File: config.mk
export PLATFORM = sky130hd
export DESIGN_NAME = pwm_chan
export DESIGN_NICKNAME = d
export VERILOG_FILES = /design/src/rtl/pwm_chan_pkg.sv /design/src/rtl/pwm_chan_regs.sv /design/src/rtl/pwm_chan_presc.sv /design/src/rtl/pwm_chan_core.sv /design/src/rtl/pwm_chan.sv
export SDC_FILE = /design/constraint.sdc
export NUM_CORES = 1
export LEC_CHECK = 0
export BUFFER_PORTS_ARGS = -buffer_cell sky130_fd_sc_hd__buf_2
export CAP_MARGIN = 20
export CORE_MARGIN = 2
export CORE_UTILIZATION = 60
export DETAILED_ROUTE_END_ITERATION = 10
export GPL_TIMING_DRIVEN = 0
export MAX_ROUTING_LAYER = met4
export PLACE_DENSITY = 0.9
export SLEW_MARGIN = 0
export SYNTH_ARGS = -nofsm -noshare
export SYNTH_HDL_FRONTEND = slang
export SYNTH_HIERARCHICAL = 1
export SYNTH_SLANG_ARGS = --single-unit
export TNS_END_PERCENT = 5
File: constraint.sdc
create_clock -name clk -period 3.2 [get_ports clk]
set_clock_uncertainty 0.2 [all_clocks]
set_input_delay 0.16 -clock clk [delete_from_list [all_inputs] [get_ports clk]]
set_output_delay 0.16 -clock clk [all_outputs]
set_load 0.1 [all_outputs]
File: src/rtl/pwm_chan_pkg.sv
package pwm_chan_pkg;
  localparam int ADDR_W = 3;
  localparam logic [ADDR_W-1:0] RA_RUN    = 3'd0;
  localparam logic [ADDR_W-1:0] RA_PRESC  = 3'd1;
  localparam logic [ADDR_W-1:0] RA_CLKSEL = 3'd2;
  localparam logic [ADDR_W-1:0] RA_MODE   = 3'd3;
  localparam logic [ADDR_W-1:0] RA_COUNT  = 3'd4;
  localparam logic [ADDR_W-1:0] RA_CYCLE  = 3'd5;
  localparam logic [ADDR_W-1:0] RA_DUTY   = 3'd6;
endpackage

File: src/rtl/pwm_chan_regs.sv
module pwm_chan_regs
  import pwm_chan_pkg::*;
#(
  parameter int CNT_W = 16,
  parameter int PSC_W = 8,
  parameter int SEL_W = 2
) (
  input  logic              clk,
  input  logic              rst,
  input  logic              wr_en,
  input  logic [ADDR_W-1:0] addr,
  input  logic [CNT_W-1:0]  wdata,
  input  logic              ready,
  input  logic              stop_req,
  input  logic [CNT_W-1:0]  cnt_val,
  output logic              run,
  output logic [PSC_W-1:0]  psc,
  output logic [SEL_W-1:0]  clk_sel,
  output logic              one_shot,
  output logic [CNT_W-1:0]  cyc,
  output logic [CNT_W-1:0]  duty,
  output logic              psc_load,
  output logic              cnt_load,
  output logic [CNT_W-1:0]  rdata
);
  // configuration writes are only accepted while stopped
  logic cfg_open;
  assign cfg_open = wr_en && !run;
  assign psc_load = cfg_open && (addr == RA_PRESC);
  assign cnt_load = wr_en && (addr == RA_COUNT);

  always_ff @(posedge clk) begin
    if (rst) begin
      run      <= 1'b0;
      psc      <= '0;
      clk_sel  <= '0;
      one_shot <= 1'b0;
      cyc      <= '0;
      duty     <= '0;
    end else begin
      if (wr_en && addr == RA_RUN) begin
        run <= wdata[0] && ready;
      end else if (stop_req) begin
        run <= 1'b0;
      end
      if (psc_load) psc <= wdata[PSC_W-1:0];
      if (cfg_open && addr == RA_CLKSEL) clk_sel <= wdata[SEL_W-1:0];
      if (cfg_open && addr == RA_MODE) one_shot <= wdata[0];
      if (wr_en && addr == RA_CYCLE) cyc <= wdata;
      if (wr_en && addr == RA_DUTY) duty <= wdata;
    end
  end

  always_comb begin
    rdata = '0;
    case (addr)
      RA_RUN:    rdata = {{(CNT_W-1){1'b0}}, run};
      RA_PRESC:  rdata = {{(CNT_W-PSC_W){1'b0}}, psc};
      RA_CLKSEL: rdata = {{(CNT_W-SEL_W){1'b0}}, clk_sel};
      RA_MODE:   rdata = {{(CNT_W-1){1'b0}}, one_shot};
      RA_COUNT:  rdata = cnt_val;
      RA_CYCLE:  rdata = cyc;
      RA_DUTY:   rdata = duty;
      default:   rdata = '0;
    endcase
  end
endmodule

File: src/rtl/pwm_chan_presc.sv
module pwm_chan_presc #(
  parameter int PSC_W  = 8,
  parameter int SEL_W  = 2,
  parameter int SETTLE = 32
) (
  input  logic             clk,
  input  logic             rst,
  input  logic             psc_load,
  input  logic [PSC_W-1:0] psc,
  input  logic [SEL_W-1:0] clk_sel,
  output logic             tick,
  output logic             ready
);
  localparam int DC_W  = (1 << SEL_W) - 1;
  localparam int SET_W = $clog2(SETTLE + 1);

  logic [PSC_W-1:0] base_cnt;
  logic [DC_W-1:0]  div_cnt;
  logic [DC_W-1:0]  div_mask;
  logic [SET_W-1:0] settle_cnt;
  logic             base_hit;

  assign base_hit = (base_cnt == psc);

  // one mask bit per power of two in the secondary divider
  for (genvar i = 0; i < DC_W; i++) begin : g_mask
    assign div_mask[i] = (i < int'(clk_sel));
  end

  assign tick  = base_hit && ((div_cnt & div_mask) == div_mask);
  assign ready = (settle_cnt == '0);

  always_ff @(posedge clk) begin
    if (rst || psc_load) begin
      base_cnt   <= '0;
      div_cnt    <= '0;
      settle_cnt <= SET_W'(SETTLE);
    end else begin
      base_cnt <= base_hit ? '0 : base_cnt + 1'b1;
      if (base_hit) div_cnt <= div_cnt + 1'b1;
      if (settle_cnt != '0) settle_cnt <= settle_cnt - 1'b1;
    end
  end
endmodule

File: src/rtl/pwm_chan_core.sv
module pwm_chan_core #(
  parameter int CNT_W = 16
) (
  input  logic             clk,
  input  logic             rst,
  input  logic             tick,
  input  logic             run,
  input  logic             cnt_load,
  input  logic [CNT_W-1:0] load_val,
  input  logic [CNT_W-1:0] cyc,
  input  logic [CNT_W-1:0] duty,
  input  logic             one_shot,
  output logic [CNT_W-1:0] cnt,
  output logic             wave,
  output logic             stop_req
);
  logic             armed;
  logic             adv;
  logic [CNT_W-1:0] nxt;
  logic             cyc_hit;
  logic             duty_hit;

  assign nxt      = cnt + 1'b1;
  assign adv      = tick && run && armed && !cnt_load;
  assign cyc_hit  = (nxt == cyc);
  assign duty_hit = (nxt == duty);
  assign stop_req = adv && cyc_hit && one_shot;

  always_ff @(posedge clk) begin
    if (rst) begin
      cnt   <= '0;
      wave  <= 1'b0;
      armed <= 1'b0;
    end else begin
      // first tick after a start only aligns to the tick phase
      if (!run) armed <= 1'b0;
      else if (tick) armed <= 1'b1;
      if (cnt_load) cnt <= load_val;
      else if (adv) cnt <= cyc_hit ? '0 : nxt;
      if (adv) begin
        if (cyc_hit) wave <= 1'b1;
        else if (duty_hit) wave <= 1'b0;
      end
    end
  end
endmodule

File: src/rtl/pwm_chan.sv
module pwm_chan
  import pwm_chan_pkg::*;
#(
  parameter int CNT_W  = 16,
  parameter int PSC_W  = 8,
  parameter int SEL_W  = 2,
  parameter int SETTLE = 32
) (
  input  logic              clk,
  input  logic              rst,
  input  logic              wr_en,
  input  logic [ADDR_W-1:0] addr,
  input  logic [CNT_W-1:0]  wdata,
  output logic [CNT_W-1:0]  rdata,
  output logic              ready_o,
  output logic              run_o,
  output logic              wave_o
);
  logic [PSC_W-1:0] psc_val;
  logic [SEL_W-1:0] sel_val;
  logic             one_shot;
  logic [CNT_W-1:0] cyc_val;
  logic [CNT_W-1:0] duty_val;
  logic [CNT_W-1:0] cnt_val;
  logic             psc_load;
  logic             cnt_load;
  logic             tick;
  logic             stop_req;

  pwm_chan_regs #(.CNT_W(CNT_W), .PSC_W(PSC_W), .SEL_W(SEL_W)) u_regs (
    .clk(clk), .rst(rst), .wr_en(wr_en), .addr(addr), .wdata(wdata),
    .ready(ready_o), .stop_req(stop_req), .cnt_val(cnt_val),
    .run(run_o), .psc(psc_val), .clk_sel(sel_val), .one_shot(one_shot),
    .cyc(cyc_val), .duty(duty_val), .psc_load(psc_load),
    .cnt_load(cnt_load), .rdata(rdata)
  );

  pwm_chan_presc #(.PSC_W(PSC_W), .SEL_W(SEL_W), .SETTLE(SETTLE)) u_presc (
    .clk(clk), .rst(rst), .psc_load(psc_load), .psc(psc_val),
    .clk_sel(sel_val), .tick(tick), .ready(ready_o)
  );

  pwm_chan_core #(.CNT_W(CNT_W)) u_core (
    .clk(clk), .rst(rst), .tick(tick), .run(run_o), .cnt_load(cnt_load),
    .load_val(wdata), .cyc(cyc_val), .duty(duty_val), .one_shot(one_shot),
    .cnt(cnt_val), .wave(wave_o), .stop_req(stop_req)
  );
endmodule

==> results.cfg <==
[sta]
worst_pin_slew_ns = 0.727
grt_setup_unrepaired = yes
slew_violations = 0
setup_violations = 0
relSlewSlack = 0.515
finalHoldViolations = 0
finalCritPeriodShare = 0.990
fmax_mhz = 316
setup_ws_ns = 0.0327
min_period_ns = 3.17

[synth]
post-synth-top-count-cell = nand2_1
yosysWarnings = 6
syn_inst = 587
ys_seq_area_frac = 0.325
yosys_register_bits = 79
yosys.area.top_type = dfxtp_1
synth_mux_area_frac = 0.0617
netlist.area_leader.share = 0.325
synth-xor-area-share = 0.132
synth-simple-area-share = 0.272
netlist_top_cells_area = dfxtp_1 32%, xnor2_1 8.6%, nand2_1 7.3%
synth_top_family_by_area = simple AND/OR/NAND/NOR gates
synth.distinct_cells = 67
synth-main-ff-cell = dfxtp_1
synth_edf_count = 0
syn_area_um2 = 4870
syn_area_per_cell_um2 = 8.29
synthTopCellsByCount = 95 x nand2_1, 79 x dfxtp_1, 48 x xnor2_1, 45 x a21oi_1, 34 x nor2_1
synth-compound-area-share = 0.141
synth_adder_area_share = 0.0103
async_flop_share = 0
synth_nets = 613

[placed_design]
dp_slack_ns = -0.189
port_buffers = 38
gp_congestion = 0.962
post-dp-hpwl_um = 10300

[power]
p_sw_mw = 0.756
combPwrFrac = 0.190
powerDensity_nw_per_um2 = 457
vdd_drop_max_mv = 0.270
swShare = 0.289
leakage_nw = 2.20
total_power_mw = 2.62
clock_power_share = 0.389
power_frac_seq = 0.421
p_int_mw = 1.86

[setup_path]
r2r_start = u_core/cnt[0]
worstRegToRegCells = 12
r2r_end = u_regs/run
critPathKind = register to register
start_kind = register
cp.required_ns = 3.27
crit_path_end_kind = register
rrSetupSlack_ns = 0.03
arrival_ns = 3.24
crit_fanout = 9
endpoint = u_regs/run
crit_path_start = u_core/cnt[0]

[floorplan]
core_um2 = 7810
die_height_um = 94.1
io_pins = 41
start_util = 0.623
die_w_um = 94.1
die-area_um2 = 8850
rows = 32

[min_path]
worstHoldPathType = primary input to register

[routing]
drc = 0
wl_um = 14600
ant_nets = 0
dr.pass1.iters = 5
drt_iter0_markers = 409
via_per_inst = 6.21
wire_per_inst_um = 19.2
vias = 4723

[clock_tree]
cts-root-buf = clkbuf_8
clk_latency_ns = 0.37
htree_levels = 3
clock_path_buffers = 2
clock_sinks = 79
clkTransAtPathRegs_ns = 0.09
cts_tree = done
cts_buffers = 9

[final_layout]
syn2layout_area_growth_pct = 17.8
insertedDiodeCount = 0
drive_gt1_frac = 0.173
nNetsFinal = 680

[global_route]
grt_max_degree = 15
grtUsageTotal = 0.350
grt_overflow = 0
grt_pass1_wl_um = 22900
antenna_found_initial = 0
first_global_vias = 4561

[status]
outcome = finished, final reports clean

[flow_run]
drv_cap = 0
[logic make-up after synthesis]
kind of cell / Yosys count
xor+xnor: 70
flops: 79
buf+inv: 51
compound gates: 105
mux: 30
simple gates: 248
fa+ha+maj: 4
[sequential cells by signal, indices dropped and copies added, names as in the netlist]
name	cells
u_presc/base_cnt	8
u_regs/run	1
u_core/wave	1
u_regs/one_shot	1
u_regs/clk_sel	2
u_regs/duty	16
u_core/cnt	16
u_presc/div_cnt	3
u_core/armed	1
u_regs/cyc	16
u_regs/psc	8
u_presc/settle_cnt	6
[layout by cell type, fill, tap and decap left out, types with 8 or more instances in the layout]
cell type	n
nand2b_1	21
nand3_1	20
a21oi_1	45
nor3_1	11
nor2_1	34
buf_2	49
mux2i_1	30
o21ai_0	11
o2bb2ai_1	8
clkbuf_8	10
xnor2_1	47
xor2_1	20
and2_1	9
inv_1	10
clkbuf_1	11
nand2_1	94
dfxtp_1	78
nand4_1	8
dlygate4sd3_1	18
o211ai_1	12
[routing by layer]
metal / up-vias / share of wire / global-route usage
met1: 2248 / 0.41 / 0.422
met2: 245 / 0.48 / 0.568
li1: 2192 / - / -
met3: 38 / 0.087 / 0.0770
met4: 0 / 0.025 / 0.145
met5: - / 0 / -
[how the worst min path moves through the flow]
stage,start,end,slack [ns],depth (start not counted)
after floorplan,rst,u_core/armed,0.04,1
after global routing,wr_en,u_regs/clk_sel[1],0.12,4
after detailed placement,wdata[10],u_core/cnt[10],0.22,3
after CTS,wr_en,u_regs/clk_sel[0],0.08,4
final,wr_en,u_regs/clk_sel[1],0.09,4
after global placement,wdata[15],u_core/cnt[15],0.20,3
[critical path, stage by stage, from the launching register on]
cell	delay, ns
dfxtp_1	0.36
buf_2	0.20
nand4_1	0.22
or4_1	0.58
buf_2	0.19
xnor2_2	0.15
nor4_2	0.20
and4_4	0.26
buf_6	0.14
and2_4	0.17
and3_1	0.15
nor3b_1	0.06
o21ba_1	0.18
[cell type report]
class	count	area, µm²
buffer	40	256
clock buffer	10	138
clock inverter	6	140
fill	591	2080
inverter	10	37.5
multi-input combinational	457	3070
sequential	79	1590
tap	102	128
timing repair buffer	57	378
[power groups by stage]
stage	Clock (mW)	Sequential [mW]	Combinational [mW]
CTS	1.03	1.10	0.481
floorplan	0	1.11	0.350
global route	1.06	1.11	0.539
detailed placement	0	1.12	0.461
global placement	0	1.12	0.442
finish	1.02	1.10	0.498
[what timing repair did]
| item | in CTS | in global routing |
|---|---|---|
| endpoints found under the hold margin | 58 | 0 |
| hold buffers | 18 | 0 |
| buffers inserted | 0 | 1 |
| setup endpoints to repair | 16 | 16 |
| pin swaps | 0 | 3 |
| resized for setup | 7 | 16 |
| cloned | 0 | 0 |
[per-stage QoR]
| stage | instances | setup TNS [ns] | area, µm² | util | hold WS [ns] |
|---|---|---|---|---|---|
| floorplan | 587 | 0 | 4870 | - | 0.0361 |
| global placement | 727 | -1.31 | 5180 | 0.664 | 0.197 |
| detailed placement | 727 | -1.74 | 5180 | 0.664 | 0.218 |
| CTS | 761 | 0 | 5660 | 0.725 | 0.0803 |
| global route | 761 | -0.407 | 5730 | 0.734 | 0.117 |
| finish | 761 | 0 | 5730 | 0.734 | 0.0939 |
Note: power is estimated with default switching activity, not from simulation.
